File: config.mk
export PLATFORM = sky130hd
export DESIGN_NAME = sdram_cmd_spacer
export DESIGN_NICKNAME = d
export VERILOG_FILES = /design/src/rtl/sdram_spacer_pkg.sv /design/src/rtl/spacer_downcnt.sv /design/src/rtl/spacer_cfg_shadow.sv /design/src/rtl/sdram_cmd_spacer.sv
export SDC_FILE = /design/constraint.sdc
export NUM_CORES = 1
export LEC_CHECK = 0
export ABC_AREA = 1
export BUFFER_PORTS_ARGS = -buffer_cell sky130_fd_sc_hd__buf_2
export CAP_MARGIN = 15
export CORE_MARGIN = 2
export CORE_UTILIZATION = 45
export DETAILED_ROUTE_END_ITERATION = 12
export GPL_TIMING_DRIVEN = 0
export SYNTH_ARGS = -nofsm -noshare
export SYNTH_HDL_FRONTEND = slang
export SYNTH_SLANG_ARGS = --single-unit
export TNS_END_PERCENT = 30
File: constraint.sdc
create_clock -name clk -period 5.5 [get_ports clk]
set_input_delay 0.275 -clock clk [delete_from_list [all_inputs] [get_ports clk]]
set_output_delay 0.275 -clock clk [all_outputs]
set_load 0.02 [all_outputs]
File: src/rtl/sdram_spacer_pkg.sv
package sdram_spacer_pkg;

    typedef enum logic [2:0] {
        CMD_NONE = 3'd0,
        CMD_ACT  = 3'd1,
        CMD_RD   = 3'd2,
        CMD_WR   = 3'd3,
        CMD_PRE  = 3'd4,
        CMD_REF  = 3'd5
    } cmd_e;

    typedef enum logic [1:0] {
        ST_IDLE  = 2'd0,
        ST_WAIT  = 2'd1,
        ST_READ  = 2'd2,
        ST_WRITE = 2'd3
    } st_e;

endpackage

File: src/rtl/spacer_downcnt.sv
module spacer_downcnt #(
    parameter int W = 4
) (
    input  logic         clk,
    input  logic         rst,
    input  logic         load,
    input  logic [W-1:0] load_val,
    output logic         zero,
    output logic         zero_nx
);

    logic [W-1:0] cnt_q;

    always_ff @(posedge clk) begin
        if (rst)
            cnt_q <= '0;
        else if (load)
            cnt_q <= load_val;
        else if (cnt_q != '0)
            cnt_q <= cnt_q - 1'b1;
    end

    assign zero    = (cnt_q == '0);
    assign zero_nx = load ? (load_val == '0) : (cnt_q <= W'(1));

    // an expired counter stays expired until a new event reloads it
    assert_cnt_holds_zero_R11: assert property (@(posedge clk) disable iff (rst)
        (!load && zero) |=> zero);

endmodule

File: src/rtl/spacer_cfg_shadow.sv
module spacer_cfg_shadow #(
    parameter int W = 24
) (
    input  logic         clk,
    input  logic         rst,
    input  logic         sample,
    input  logic [W-1:0] cfg_in,
    output logic [W-1:0] cfg_out
);

    always_ff @(posedge clk) begin
        if (rst)
            cfg_out <= '0;
        else if (sample)
            cfg_out <= cfg_in;
    end

    // settings in force do not move outside idle cycles
    assert_cfg_frozen_R10: assert property (@(posedge clk) disable iff (rst)
        !sample |=> $stable(cfg_out));

endmodule

File: src/rtl/sdram_cmd_spacer.sv
module sdram_cmd_spacer
    import sdram_spacer_pkg::*;
#(
    parameter int CW = 4
) (
    input  logic          clk,
    input  logic          rst,
    input  logic          req_valid,
    input  logic [2:0]    req_cmd,
    input  logic          init_mode,
    input  logic          last_beat,
    input  logic          dqm_hiz,
    input  logic [CW-1:0] cfg_trc,
    input  logic [CW-1:0] cfg_trp,
    input  logic [CW-1:0] cfg_tras,
    input  logic [CW-1:0] cfg_tdpl,
    input  logic [CW-1:0] cfg_tdqz,
    input  logic [CW-1:0] cfg_trwt,
    output logic          grant,
    output logic          drive_en
);

    localparam int CW1   = CW + 1;
    localparam int NCFG  = 6;
    localparam int NT    = 3;
    localparam int T_DPL = 0;
    localparam int T_DQZ = 1;
    localparam int T_RWT = 2;

    st_e  st_q, st_d;
    cmd_e cmd;
    assign cmd = cmd_e'(req_cmd);

    // ---------------- configuration shadow ----------------
    logic [NCFG*CW-1:0] cfg_live, cfg_shd;
    logic               cfg_sample;
    logic [CW-1:0]      s_trc, s_trp, s_tras, s_tdpl, s_tdqz, s_trwt;

    assign cfg_live   = {cfg_trwt, cfg_tdqz, cfg_tdpl, cfg_tras, cfg_trp, cfg_trc};
    assign cfg_sample = (st_q == ST_IDLE);

    spacer_cfg_shadow #(.W(NCFG*CW)) u_shadow (
        .clk     (clk),
        .rst     (rst),
        .sample  (cfg_sample),
        .cfg_in  (cfg_live),
        .cfg_out (cfg_shd)
    );

    assign s_trc  = cfg_shd[0*CW +: CW];
    assign s_trp  = cfg_shd[1*CW +: CW];
    assign s_tras = cfg_shd[2*CW +: CW];
    assign s_tdpl = cfg_shd[3*CW +: CW];
    assign s_tdqz = cfg_shd[4*CW +: CW];
    assign s_trwt = cfg_shd[5*CW +: CW];

    // ---------------- events ----------------
    logic in_data, rd_end, wr_end, cmd_ok;
    assign in_data = (st_q == ST_READ) || (st_q == ST_WRITE);
    assign rd_end  = (st_q == ST_READ)  && last_beat;
    assign wr_end  = (st_q == ST_WRITE) && last_beat;

    // ---------------- refresh spacing counter ----------------
    logic [CW1-1:0] ref_base, ref_val;
    logic           ref_load, ref_zero, ref_znx;

    assign ref_base = (s_trc != '0) ? {1'b0, s_trc}
                                    : ({1'b0, s_trp} + {1'b0, s_tras});
    assign ref_val  = (ref_base == '0) ? '0 : ref_base - 1'b1;
    assign ref_load = grant && (cmd == CMD_REF) && init_mode;

    spacer_downcnt #(.W(CW1)) u_ref_cnt (
        .clk      (clk),
        .rst      (rst),
        .load     (ref_load),
        .load_val (ref_val),
        .zero     (ref_zero),
        .zero_nx  (ref_znx)
    );

    // ---------------- data-bus timers ----------------
    logic [NT-1:0]         t_load, t_zero, t_znx;
    logic [NT-1:0][CW-1:0] t_val;

    assign t_load[T_DPL] = wr_end;
    assign t_val[T_DPL]  = (s_tdpl == '0) ? '0 : s_tdpl - 1'b1;
    assign t_load[T_DQZ] = dqm_hiz;
    assign t_val[T_DQZ]  = (s_tdqz == '0) ? '0 : s_tdqz - 1'b1;
    assign t_load[T_RWT] = rd_end;
    assign t_val[T_RWT]  = s_trwt;

    for (genvar gi = 0; gi < NT; gi++) begin : g_timer
        spacer_downcnt #(.W(CW)) u_cnt (
            .clk      (clk),
            .rst      (rst),
            .load     (t_load[gi]),
            .load_val (t_val[gi]),
            .zero     (t_zero[gi]),
            .zero_nx  (t_znx[gi])
        );
    end

    logic bus_free, busy_nx;
    assign bus_free = t_zero[T_RWT] && t_zero[T_DQZ] && !dqm_hiz;
    assign busy_nx  = !(ref_znx && (&t_znx));

    // ---------------- admission ----------------
    always_comb begin
        unique case (cmd)
            CMD_ACT: cmd_ok = 1'b1;
            CMD_RD:  cmd_ok = !in_data;
            CMD_WR:  cmd_ok = !in_data && bus_free;
            CMD_PRE: cmd_ok = t_zero[T_DPL] && !wr_end;
            CMD_REF: cmd_ok = !init_mode || ref_zero;
            default: cmd_ok = 1'b0;
        endcase
    end

    // ---------------- state register ----------------
    always_ff @(posedge clk) begin
        if (rst)
            st_q <= ST_IDLE;
        else
            st_q <= st_d;
    end

    // ---------------- next state ----------------
    always_comb begin
        unique case (st_q)
            ST_IDLE, ST_WAIT: begin
                if (grant && cmd == CMD_RD)
                    st_d = ST_READ;
                else if (grant && cmd == CMD_WR)
                    st_d = ST_WRITE;
                else
                    st_d = busy_nx ? ST_WAIT : ST_IDLE;
            end
            ST_READ, ST_WRITE: begin
                if (last_beat)
                    st_d = busy_nx ? ST_WAIT : ST_IDLE;
                else
                    st_d = st_q;
            end
            default: st_d = ST_IDLE;
        endcase
    end

    // ---------------- outputs ----------------
    always_comb begin
        grant    = !rst && req_valid && cmd_ok;
        drive_en = !rst && ((st_q == ST_WRITE) || (grant && cmd == CMD_WR));
    end

    // ---------------- assertions ----------------
    assert_grant_needs_req_R8: assert property (@(posedge clk) disable iff (rst)
        grant |-> req_valid);

    assert_ref_spaced_R1: assert property (@(posedge clk) disable iff (rst)
        (grant && cmd == CMD_REF && init_mode) |-> ref_zero);

    assert_pre_after_dpl_R4: assert property (@(posedge clk) disable iff (rst)
        (grant && cmd == CMD_PRE) |-> t_zero[T_DPL]);

    assert_wr_after_turn_R5: assert property (@(posedge clk) disable iff (rst)
        (grant && cmd == CMD_WR) |-> (t_zero[T_RWT] && t_zero[T_DQZ]));

    assert_drive_ends_on_beat_R9: assert property (@(posedge clk) disable iff (rst)
        $fell(drive_en) |-> $past(last_beat));

endmodule

==> reports/results.tsv <==
stage	metric	value	unit
status	status	finished clean	
detailed_routing	Pre-antenna DRT Iters	4	
placed_design	Placer Congestion	0.823	
sta	number of failing setup endpoints in the final timing report	0	
yosys	post-synthesis compound-gate area fraction	18.1	%
layout	area of the multi-input gates	0.00151	mm²
detailed_routing	Detail Route Antenna Nets	0	
detailed_routing	DRC marker count from the first detailed-route iteration	92	
detailed_routing	Via Count	2336	
floorplan	I/O pin count	35	
yosys	count of flip-flops with a built-in enable after synthesis	0	
yosys	combinational family with the most area after synthesis	simple AND/OR/NAND/NOR gates	
layout	Filler Cell Count	580	
yosys	Post-Synthesis Mean Instance Area	7.05	µm²
yosys	commonest cells in the synthesized netlist	sky130_fd_sc_hd__nor2_1, sky130_fd_sc_hd__nand2_1, sky130_fd_sc_hd__dfxtp_1	
detailed_routing	Routed wire per std cell	11.7	µm
setup_path	type of element capturing the critical path	flip-flop	
clock_network	deepest level of the CTS H-tree	2	
sta	post-layout worst setup margin	3.08	ns
hold_path	min-delay worst type	primary input to flip-flop	
layout	Layout Nets	457	
power_and_ir_drop	cell area power density	401	mW/mm²
layout	Storage cell area	861	µm²
placed_design	total half-perimeter wirelength after legalization and detailed placement	4350	µm
clock_network	number of buffers added for setup after CTS	0	
sta	unrepaired setup endpoints after global routing	false	
layout	Finished Core Util	53.0	%
global_routing	GRT Resource Usage Total	19.8	%
sta	Setup Skew	0.00722	ns
global_routing	remaining global-route overflow	0	
sta	final critical-path required period	2.42	ns
setup_path	data arrival time of the critical path	2.59	ns
setup_path	crit path launch type	flip-flop	
sta	transition time of the tightest slew-check pin	0.622	ns
yosys	Distinct cells, synth	39	
clock_network	clock tree from TritonCTS	done	
yosys	simple logic cell fraction of the synthesized area	28.9	%
global_routing	number of global-route vias before repair	2166	
yosys	synthesized instance count	365	
power_and_ir_drop	P_leak	1.37	nW
clock_network	clock-pin slew reported for the worst setup and hold paths after clock tree synthesis	0.08	ns
floorplan	Die Y-Extent	79.6	µm
yosys	share of synthesized area spent on multiplexers	0	%
yosys	share of flip-flops with an asynchronous set or reset after synthesis	0	%
setup_path	required time of the critical path	5.67	ns
sta	final-report max-slew violation count	0	
detailed_routing	routed wire length	5620	µm
yosys	XOR/XNOR Fraction of Synth Area	2.72	%
global_routing	first-pass GRT wire length	9890	µm
clock_network	number of clock sinks seen by CTS	43	
sta	maximum clock rate	413	MHz
detailed_routing	detailed-route vias per instance	4.88	
detailed_routing	Post-route DRC	0	
flow_run	count of maximum capacitance violations	0	
power_and_ir_drop	maximum vdd drop	0.000154	V
yosys	adder and majority cell fraction of the synthesized area	9.04	%
yosys	Synth top area share	33.4	%
setup_path	Critical Setup Path Class	flip-flop to flip-flop	
floorplan	Std-Cell Core Area	0.00551	mm²
layout	Synth-to-Final Area Change	13.3	%
sta	Max transition margin	58.3	%
placed_design	minimum setup slack after placement	3.09	ns
clock_network	number of buffers added by the clock tree synthesis step	5	
sta	TNS Setup	0	ns
yosys	number of flip-flops and latches in the synthesized netlist	43	
clock_network	root buffer selected by CTS	sky130_fd_sc_hd__clkbuf_8	
floorplan	effective utilization at floorplan	46.8	%
yosys	primary flip-flop cell chosen by synthesis mapping	sky130_fd_sc_hd__dfxtp_1	
yosys	dominant cell type by area after synthesis	sky130_fd_sc_hd__dfxtp_1	
yosys	total of warnings raised by yosys	0	
clock_network	quantity of gates resized following cts	0	
power_and_ir_drop	overall power of the completed layout	0.00117	W
layout	share of post-route cells with drive strength above 1	16.5	%
floorplan	Die Outline Area	0.00634	mm²
yosys	cell with the most instances after synthesis	sky130_fd_sc_hd__nor2_1	
clock_network	cts hold-fix bufs	0	
setup_path	CP max FO	6	
yosys	Synth area leaders	sky130_fd_sc_hd__dfxtp_1, sky130_fd_sc_hd__nor2_1, sky130_fd_sc_hd__ha_1	
sta	final cycle utilization of the critical path	44.0	%
global_routing	maximum number of pins on one net before global-route repair	13	
sta	final hold violation count	0	
layout	Antenna Cells	0	
yosys	area of the mapped netlist	0.00257	mm²
floorplan	horizontal die dimension	79.6	µm
clock_network	clock network latency to the later pin of the worst-skew pair	0.29	ns
global_routing	initial antenna violation count	0	
placed_design	Port-buffer cells	34	
floorplan	number of cell rows	27	
yosys	part of the Yosys area used for sequential elements	33.4	%
yosys	Mapped Nets	416	
clock_network	maximum count of clock buffers along a single path	2	
-- registers in the layout (all words and copies together) (netlist names) --
| signal | flops |
|---|---|
| u_shadow.cfg_out | 24 |
| g_timer.u_cnt.cnt_q | 12 |
| u_ref_cnt.cnt_q | 5 |
| st_q | 2 |
-- critical path, stage by stage (launching register included) --
cell and delay (ns):
sky130_fd_sc_hd__dfxtp_1 0.34, sky130_fd_sc_hd__ha_1 0.19, sky130_fd_sc_hd__inv_1 0.06, sky130_fd_sc_hd__fa_1 0.48, sky130_fd_sc_hd__nor2_1 0.04, sky130_fd_sc_hd__a21oi_1 0.21, sky130_fd_sc_hd__ha_1 0.19, sky130_fd_sc_hd__inv_1 0.05
sky130_fd_sc_hd__nor2_1 0.15, sky130_fd_sc_hd__nand3_2 0.14, sky130_fd_sc_hd__nand3_1 0.12, sky130_fd_sc_hd__nand3_1 0.08, sky130_fd_sc_hd__nand2_1 0.07, sky130_fd_sc_hd__nand2_1 0.05, sky130_fd_sc_hd__nand2_1 0.06, sky130_fd_sc_hd__a21oi_2 0.05
-- area by class of cell --
class | instances | share of cell area, %
multi-input cells | 270 | 51.9
flip-flops and latches | 43 | 29.5
repair buffers | 34 | 5.83
inverters | 44 | 5.66
well taps | 72 | 3.09
clock buffers | 7 | 2.62
plain buffers | 8 | 1.20
clock inverters | 1 | 0.172
-- cell usage in the layout, fill, tap and decap left out, drive strengths merged, types with 4 or more instances in the layout --
master	count
a21oi	34
ha	17
nand2	55
dfxtp	43
o21ai	36
clkbuf	13
xnor2	6
a211oi	4
buf	35
nand3	14
inv	43
nor3	8
nor2	75
-- routing by layer --
layer	track usage (%)	vias up	wire length, µm
met5	0	-	0
met1	27.0	1018	2880
met3	3.73	8	196
met4	6.03	0	69
met2	31.5	38	2470
li1	-	1272	-
-- metrics by stage --
stage | hold WS, ns | cell area, µm² | instances
finish | 0.197 | 2920 | 479
CTS | 0.193 | 2920 | 479
global route | 0.194 | 2920 | 479
detailed placement | 0.452 | 2840 | 471
global placement | 0.447 | 2840 | 471
floorplan | 0.366 | 2570 | 365
-- path summary, 6_finish.rpt --
path	from	to	slack [ns]	cells after the start
min reg2reg	u_shadow.cfg_out[19]$_SDFFE_PP0N_	g_timer[1].u_cnt.cnt_q[2]$_SDFFE_PP0P_	0.46	2
max reg2reg	u_shadow.cfg_out[8]$_SDFFE_PP0N_	st_q[0]$_SDFFE_PP0P_	3.08	15
min	cfg_trp[3]	u_shadow.cfg_out[7]$_SDFFE_PP0N_	0.20	3
max	u_shadow.cfg_out[8]$_SDFFE_PP0N_	st_q[0]$_SDFFE_PP0P_	3.08	15
-- power breakdown --
part	switching [W]	total, W	internal, W
Combinational	0.000317	0.000533	0.000216
Clock	0.000105	0.000194	0.0000892
Sequential	0.0000589	0.000442	0.000383
Total	0.000480	0.00117	0.000689
-- cells by family after synthesis --
kind of cell               Yosys count
and+or+nand+nor                    160
AOI/OAI and AO/OA                   84
buffers and inverters               52
DFF                                 43
adders and majority gates           18
xor gates and xnor gates             8
No activity file was read; power rests on OpenSTA's default activity.
